===== src/rtl/retire_pkg.sv =====
package retire_pkg;
  typedef enum logic [1:0] {
    FL_NONE    = 2'd0,
    FL_MISPRED = 2'd1,
    FL_FAULT   = 2'd2,
    FL_IRQ     = 2'd3
  } flush_cause_e;
endpackage


===== src/rtl/retire_slot_array.sv =====
module retire_slot_array #(
  parameter int DEPTH  = 16,
  parameter int BLK    = 4,
  parameter int AREG_W = 5,
  parameter int PREG_W = 6,
  localparam int IW = $clog2(DEPTH),
  localparam int NB = DEPTH / BLK,
  localparam int BW = (NB > 1) ? $clog2(NB) : 1
) (
  input  logic                           clk,
  input  logic                           rst_n,
  input  logic                           alloc_en,
  input  logic [IW-1:0]                  alloc_idx,
  input  logic                           alloc_st,
  input  logic                           alloc_hd,
  input  logic [AREG_W-1:0]              alloc_areg,
  input  logic [PREG_W-1:0]              alloc_preg,
  input  logic [PREG_W-1:0]              alloc_old,
  input  logic                           mark_en,
  input  logic [IW-1:0]                  mark_idx,
  input  logic                           mark_fault,
  input  logic [BW-1:0]                  rd_blk,
  output logic [BLK-1:0]                 lane_done,
  output logic [BLK-1:0]                 lane_fault,
  output logic [BLK-1:0]                 lane_st,
  output logic [BLK-1:0]                 lane_hd,
  output logic [BLK-1:0][AREG_W-1:0]     lane_areg,
  output logic [BLK-1:0][PREG_W-1:0]     lane_preg,
  output logic [BLK-1:0][PREG_W-1:0]     lane_old
);
  logic [DEPTH-1:0]  done_q, fault_q, st_q, hd_q;
  logic [AREG_W-1:0] areg_q [DEPTH];
  logic [PREG_W-1:0] preg_q [DEPTH];
  logic [PREG_W-1:0] old_q  [DEPTH];

  // completion state needs a defined reset; payload does not
  always_ff @(posedge clk or negedge rst_n) begin
    if (!rst_n) begin
      done_q  <= '0;
      fault_q <= '0;
    end else begin
      if (alloc_en) begin
        done_q[alloc_idx]  <= 1'b0;
        fault_q[alloc_idx] <= 1'b0;
      end
      if (mark_en) begin
        done_q[mark_idx]  <= 1'b1;
        fault_q[mark_idx] <= mark_fault;
      end
    end
  end

  always_ff @(posedge clk) begin
    if (alloc_en) begin
      st_q[alloc_idx]   <= alloc_st;
      hd_q[alloc_idx]   <= alloc_hd;
      areg_q[alloc_idx] <= alloc_areg;
      preg_q[alloc_idx] <= alloc_preg;
      old_q[alloc_idx]  <= alloc_old;
    end
  end

  // one wide read of the aligned block holding the head
  for (genvar j = 0; j < BLK; j++) begin : g_lane
    logic [IW-1:0] slot;
    assign slot          = IW'(int'(rd_blk) * BLK + j);
    assign lane_done[j]  = done_q[slot];
    assign lane_fault[j] = fault_q[slot];
    assign lane_st[j]    = st_q[slot];
    assign lane_hd[j]    = hd_q[slot];
    assign lane_areg[j]  = areg_q[slot];
    assign lane_preg[j]  = preg_q[slot];
    assign lane_old[j]   = old_q[slot];
  end
endmodule


===== src/rtl/retire_block_picker.sv =====
module retire_block_picker #(
  parameter int BLK = 4,
  parameter int PW  = 5,
  localparam int LBW = $clog2(BLK)
) (
  input  logic [LBW-1:0] h0,
  input  logic [PW-1:0]  cnt,
  input  logic           store_ok,
  input  logic [BLK-1:0] lane_done,
  input  logic [BLK-1:0] lane_fault,
  input  logic [BLK-1:0] lane_st,
  output logic [BLK-1:0] commit,
  output logic           fault_head
);
  logic [BLK-1:0] elig, go;

  for (genvar j = 0; j < BLK; j++) begin : g_pick
    logic live;
    assign live    = (j >= int'(h0)) && ((j - int'(h0)) < int'(cnt));
    assign elig[j] = live && lane_done[j] && !lane_fault[j] &&
                     (!lane_st[j] || ((int'(h0) == j) && store_ok));
    if (j == 0) begin : g_first
      assign go[j] = (h0 == '0);
    end else begin : g_rest
      assign go[j] = (int'(h0) == j) || commit[j-1];
    end
    assign commit[j] = go[j] && elig[j];
  end

  assign fault_head = (cnt != '0) && lane_done[h0] && lane_fault[h0];
endmodule


===== src/rtl/retire_event_arbiter.sv =====
module retire_event_arbiter
  import retire_pkg::*;
#(
  parameter int              PC_W      = 32,
  parameter logic [PC_W-1:0] FAULT_VEC = 32'h0000_0100,
  parameter logic [PC_W-1:0] IRQ_VEC   = 32'h0000_0200
) (
  input  logic            clk,
  input  logic            rst_n,
  input  logic            fault_head,
  input  logic            cpl_live,
  input  logic            cpl_mispred,
  input  logic [PC_W-1:0] cpl_target,
  input  logic            empty,
  input  logic            irq_req,
  output logic            fault_take,
  output logic            misp_take,
  output logic            irq_pend,
  output logic            flush_valid,
  output flush_cause_e    flush_cause,
  output logic [PC_W-1:0] redirect_pc
);
  logic irq_take;

  assign fault_take = fault_head;
  assign misp_take  = cpl_live && cpl_mispred && !fault_head;
  assign irq_take   = irq_pend && empty && !fault_head;

  always_ff @(posedge clk or negedge rst_n) begin
    if (!rst_n) irq_pend <= 1'b0;
    else        irq_pend <= irq_req || (irq_pend && !irq_take);
  end

  always_comb begin
    flush_valid = 1'b1;
    flush_cause = FL_NONE;
    redirect_pc = '0;
    if (fault_take) begin
      flush_cause = FL_FAULT;
      redirect_pc = FAULT_VEC;
    end else if (misp_take) begin
      flush_cause = FL_MISPRED;
      redirect_pc = cpl_target;
    end else if (irq_take) begin
      flush_cause = FL_IRQ;
      redirect_pc = IRQ_VEC;
    end else begin
      flush_valid = 1'b0;
    end
  end
endmodule


===== src/rtl/retire_unit.sv =====
module retire_unit
  import retire_pkg::*;
#(
  parameter int              DEPTH     = 16,
  parameter int              BLK       = 4,
  parameter int              AREG_W    = 5,
  parameter int              PREG_W    = 6,
  parameter int              PC_W      = 32,
  parameter logic [PC_W-1:0] FAULT_VEC = 32'h0000_0100,
  parameter logic [PC_W-1:0] IRQ_VEC   = 32'h0000_0200
) (
  input  logic                       clk,
  input  logic                       rst_n,
  input  logic                       disp_valid,
  output logic                       disp_ready,
  input  logic                       disp_is_store,
  input  logic                       disp_has_dest,
  input  logic [AREG_W-1:0]          disp_areg,
  input  logic [PREG_W-1:0]          disp_preg,
  input  logic [PREG_W-1:0]          disp_old_preg,
  output logic [$clog2(DEPTH)-1:0]   disp_idx,
  input  logic                       cpl_valid,
  input  logic [$clog2(DEPTH)-1:0]   cpl_idx,
  input  logic                       cpl_fault,
  input  logic                       cpl_mispred,
  input  logic [PC_W-1:0]            cpl_target,
  input  logic                       store_ok,
  input  logic                       irq_req,
  output logic [BLK-1:0]             commit_vld,
  output logic [BLK-1:0]             commit_wen,
  output logic [BLK-1:0][AREG_W-1:0] commit_areg,
  output logic [BLK-1:0][PREG_W-1:0] commit_preg,
  output logic [BLK-1:0][PREG_W-1:0] commit_old_preg,
  output logic                       flush_valid,
  output logic [1:0]                 flush_cause,
  output logic [PC_W-1:0]            redirect_pc,
  output logic                       fetch_hold
);
  localparam int IW  = $clog2(DEPTH);
  localparam int PW  = IW + 1;
  localparam int LBW = $clog2(BLK);
  localparam int NB  = DEPTH / BLK;
  localparam int BW  = (NB > 1) ? $clog2(NB) : 1;

  // pointers carry one wrap bit so full and empty differ
  logic [PW-1:0] head_q, tail_q, cnt, used, base_ptr, n_commit;
  logic [IW-1:0] cpl_off;
  logic          cpl_live, fault_take, misp_take, irq_pend, disp_fire;
  logic [BLK-1:0] lane_done, lane_fault, lane_st, lane_hd, commit_mask;
  flush_cause_e   cause;

  assign cnt      = tail_q - head_q;
  assign base_ptr = {head_q[PW-1:LBW], {LBW{1'b0}}};
  assign used     = tail_q - base_ptr;
  assign cpl_off  = cpl_idx - head_q[IW-1:0];
  assign cpl_live = cpl_valid && ({1'b0, cpl_off} < cnt);
  assign n_commit = PW'($countones(commit_mask));

  assign disp_ready = (used <= PW'(DEPTH - BLK)) && !irq_pend && !fault_take && !misp_take;
  assign disp_fire  = disp_valid && disp_ready;
  assign disp_idx   = tail_q[IW-1:0];
  assign fetch_hold = irq_pend;

  retire_slot_array #(
    .DEPTH(DEPTH), .BLK(BLK), .AREG_W(AREG_W), .PREG_W(PREG_W)
  ) u_slots (
    .clk        (clk),
    .rst_n      (rst_n),
    .alloc_en   (disp_fire),
    .alloc_idx  (tail_q[IW-1:0]),
    .alloc_st   (disp_is_store),
    .alloc_hd   (disp_has_dest),
    .alloc_areg (disp_areg),
    .alloc_preg (disp_preg),
    .alloc_old  (disp_old_preg),
    .mark_en    (cpl_live && !fault_take),
    .mark_idx   (cpl_idx),
    .mark_fault (cpl_fault),
    .rd_blk     (BW'(head_q[IW-1:LBW])),
    .lane_done  (lane_done),
    .lane_fault (lane_fault),
    .lane_st    (lane_st),
    .lane_hd    (lane_hd),
    .lane_areg  (commit_areg),
    .lane_preg  (commit_preg),
    .lane_old   (commit_old_preg)
  );

  retire_block_picker #(.BLK(BLK), .PW(PW)) u_pick (
    .h0         (head_q[LBW-1:0]),
    .cnt        (cnt),
    .store_ok   (store_ok),
    .lane_done  (lane_done),
    .lane_fault (lane_fault),
    .lane_st    (lane_st),
    .commit     (commit_mask),
    .fault_head (fault_take)
  );

  retire_event_arbiter #(
    .PC_W(PC_W), .FAULT_VEC(FAULT_VEC), .IRQ_VEC(IRQ_VEC)
  ) u_arb (
    .clk         (clk),
    .rst_n       (rst_n),
    .fault_head  (fault_take),
    .cpl_live    (cpl_live),
    .cpl_mispred (cpl_mispred),
    .cpl_target  (cpl_target),
    .empty       (cnt == '0),
    .irq_req     (irq_req),
    .fault_take  (),
    .misp_take   (misp_take),
    .irq_pend    (irq_pend),
    .flush_valid (flush_valid),
    .flush_cause (cause),
    .redirect_pc (redirect_pc)
  );

  assign flush_cause = cause;
  assign commit_vld  = commit_mask;
  assign commit_wen  = commit_mask & lane_hd;

  always_ff @(posedge clk or negedge rst_n) begin
    if (!rst_n) begin
      head_q <= '0;
      tail_q <= '0;
    end else if (fault_take) begin
      tail_q <= head_q;
    end else begin
      head_q <= head_q + n_commit;
      if (misp_take)      tail_q <= head_q + {1'b0, cpl_off} + PW'(1);
      else if (disp_fire) tail_q <= tail_q + PW'(1);
    end
  end
endmodule


===== config.mk =====
export PLATFORM = sky130hd
export DESIGN_NAME = retire_unit
export DESIGN_NICKNAME = d
export VERILOG_FILES = /design/src/rtl/retire_pkg.sv /design/src/rtl/retire_slot_array.sv /design/src/rtl/retire_block_picker.sv /design/src/rtl/retire_event_arbiter.sv /design/src/rtl/retire_unit.sv
export SDC_FILE = /design/constraint.sdc
export NUM_CORES = 1
export LEC_CHECK = 0
export ABC_CLOCK_PERIOD_IN_PS = 6350
export BUFFER_PORTS_ARGS = -buffer_cell sky130_fd_sc_hd__buf_2
export CAP_MARGIN = 40
export CORE_MARGIN = 2
export CORE_UTILIZATION = 47
export CTS_CLUSTER_SIZE = 12
export DETAILED_ROUTE_END_ITERATION = 16
export HOLD_SLACK_MARGIN = 0.08
export MAX_ROUTING_LAYER = met4
export PLACE_DENSITY = 0.67
export SETUP_SLACK_MARGIN = 0.1
export SLEW_MARGIN = 20
export SYNTH_ARGS = -nofsm -noshare
export SYNTH_HDL_FRONTEND = slang
export SYNTH_SLANG_ARGS = --single-unit
export TNS_END_PERCENT = 20

===== constraint.sdc =====
create_clock -name clk -period 6.35 [get_ports clk]
set_clock_uncertainty 0.05 [all_clocks]
set_input_delay 0.3175 -clock clk [delete_from_list [all_inputs] [get_ports clk]]
set_output_delay 0.3175 -clock clk [all_outputs]
set_load 0.1 [all_outputs]

==> impl_metrics.py <==
metrics = {
    "place": {
        "place_hpwl_um": 22600,
        "placed_cell_area_sq_um": 16400,
        "gp_congestion": 0.929,
        "io_buffers": 179,
    },
    "floorplan": {
        "dieArea_sq_um": 33000,
        "row_count": 65,
        "fp.dieH_um": 182,
        "core_area_sq_um": 31300,
        "die_w_um": 182,
        "start_util_pct": 47.4,
        "io_pins": 180,
    },
    "critical_path": {
        "crit_family": "buffers and inverters",
        "crit_required_ns": 5.98,
        "timing.rr.end": "head_q[4]",
        "path_cells": "inv_1 -> fa_1 -> xnor2_1 -> nand3_1 -> a221oi_2 -> or2_2 -> buf_4 -> nand2_1 -> a21oi_1 -> buf_2",
        "rr_worst_depth": 14,
        "rrSetupSlack_ns": 1.30,
        "critPathKind": "reg -> out",
        "r2r-start": "head_q[2]",
        "worst_path_max_delay_cell": "xnor2_1",
        "slowest_delay_ns": 0.60,
        "path_buf_inv": 3,
        "cp.depth": 10,
        "cp-end-kind": "output pin",
        "path_max_fanout": 53,
        "startpoint": "head_q[1]",
        "worstSetupStartpointType": "flop",
        "critical_path_arrival_ns": 4.79,
    },
    "detailed_routing": {
        "dr.pass1.iters": 5,
        "viasPerCell": 5.79,
        "wl_per_cell_um": 23.7,
        "drt-total-wl_um": 34500,
        "drc_errors": 0,
        "ant_nets": 0,
        "num_vias": 8411,
        "drtIter0Drc": 799,
    },
    "sta": {
        "drv_slew": 0,
        "post-route-min-period_ns": 5.15,
        "slew_headroom_pct": 43.9,
        "tightest_slew_ns": 0.834,
        "timing_hold_violations_final": 0,
        "fmax_mhz": 194,
        "setup_violations": 0,
        "fin_crit_sh_pct": 81.2,
        "tns_ns": 0,
        "rsz0062_at_grt": "false",
    },
    "layout": {
        "fin_nets": 1131,
        "diodes": 0,
        "finish.instance_area_sq_um": 17500,
        "area_growth_pct": 17.6,
        "nFillCells": 2438,
        "finish.utilization_pct": 55.8,
        "drive_gt1_share_pct": 33.0,
    },
    "yosys": {
        "ys_async_sr_fraction_pct": 12.4,
        "syn_inst": 839,
        "ys_warn_count": 0,
        "synth_commonest_cells": "edfxtp_1, mux4_2, inv_1",
        "yosysSeqAreaShare_pct": 68.7,
        "synth_top_area_share_pct": 61.5,
        "yosysMostFrequentCell": "edfxtp_1",
        "netlist_area_sq_um": 14900,
        "synth_nets": 937,
        "synth.avg_cell_area_sq_um": 17.7,
        "synth_area_leaders": "edfxtp_1, mux4_2, dfrtp_1",
        "ys_seq_elements": 347,
        "synthFlopType": "edfxtp_1",
        "yosysTopAreaCell": "edfxtp_1",
        "synth_cell_types": 63,
        "synth_edf_count": 304,
    },
    "grt": {
        "grt_pass1_vias": 8520,
        "grt_use_total_pct": 22.0,
        "grt_start_max_net_pins": 54,
        "grt_pass1_wl_um": 53000,
        "antenna_found_initial": 0,
        "gr-total-overflow": 0,
    },
    "worst_hold_path": {
        "whs_endpoint": "u_slots.preg_q[5][2]",
        "holdCritStartpoint": "disp_preg[2]",
        "holdPathStages": 1,
        "timing.hold.worst.class": "in -> reg",
    },
    "clock_tree": {
        "h-tree-depth": 2,
        "ctsResizeCount": 0,
        "cts_tree": "done",
        "path_clk_slew_ns": 0.06,
        "clock-sinks": 347,
        "cts-root-to-sink-buffers": 3,
        "cts_made_buffers": 36,
        "clk-insertion-delay-late_ns": 0.51,
        "cts-root-buf": "clkbuf_16",
    },
    "run": {
        "maxCapViolCount": 0,
    },
    "run_status": {
        "outcome": "finished clean",
    },
}
[stage by stage]
stage / hold slack (ns) / setup slack (ns) / instances
2_1_floorplan: -0.0281 / 0.602 / 839
3_3_place_gp: 0.397 / 1.43 / 1381
3_5_place_dp: 0.403 / 1.23 / 1394
4_1_cts: 0.111 / 1.24 / 1452
5_1_grt: 0.123 / 0.880 / 1453
6_report: 0.138 / 1.20 / 1453
[final cells by class]
class	count	area, sq um	share of cell area [%]
tap	402	503	2.88
clock buffer	49	971	5.56
timing repair buffer	207	1260	7.23
inverter	48	180	1.03
multi-input combinational	393	4260	24.4
sequential	347	10200	58.5
clock inverter	7	75.1	0.430
[what timing repair did]
item / CTS / global route
hold buffers: 2 / 0
hold endpoints to repair: 44 / 0
setup buffers: 0 / 0
[cells in the final DEF, fill, tap and decap left out, types with 4 or more instances in the layout]
cell type,instances
o31a_1,6
nand2b_1,9
buf_2,179
a32o_1,16
buf_4,14
edfxtp_1,304
xor2_1,5
a21o_1,4
a21oi_1,12
dfrtp_1,41
and3_1,36
clkbuf_16,37
nand3_1,16
fa_1,8
nor2b_1,4
a31oi_1,6
clkbuf_1,12
a22o_1,17
nor2_1,18
inv_1,47
nor3_1,10
nor4_2,4
mux4_2,85
buf_16,5
nand2_1,37
or4_1,6
xnor2_1,7
ha_1,27
buf_8,7
a41oi_1,6
[sequential cells by signal, indices dropped and copies added, names as in the netlist, 16 cells and up]
register / flops
u_slots.areg_q: 80
u_slots.done_q: 16
u_slots.fault_q: 16
u_slots.hd_q: 16
u_slots.old_q: 96
u_slots.preg_q: 96
u_slots.st_q: 16
[how the worst max path moves through the flow]
stage / endpoint / slack, ns
5_1_grt: redirect_pc[9] / 0.88
4_1_cts: redirect_pc[9] / 1.24
6_report: redirect_pc[9] / 1.20
2_1_floorplan: head_q[4] / 0.60
3_5_place_dp: head_q[4] / 1.23
3_3_place_gp: head_q[4] / 1.43
[metal layers]
layer	global-route usage [%]	part of all wire [%]
met1	31.5	43
met2	34.1	48
met3	2.81	6.0
met4	5.40	2.1
met5	-	0
[cells by family (layout without fill, tap and decap cells)]
family,after synthesis,after routing,share of synthesized area (%)
flops,347,347,68.7
simple gates,162,162,6.03
buf+inv,99,311,2.77
compound gates,97,97,5.31
mux,86,86,13.0
fa+ha+maj,35,35,3.35
xor+xnor,13,13,0.859
Power is not shown: default switching activity piles up to over one toggle a cycle in this logic, so the estimate is an artifact.
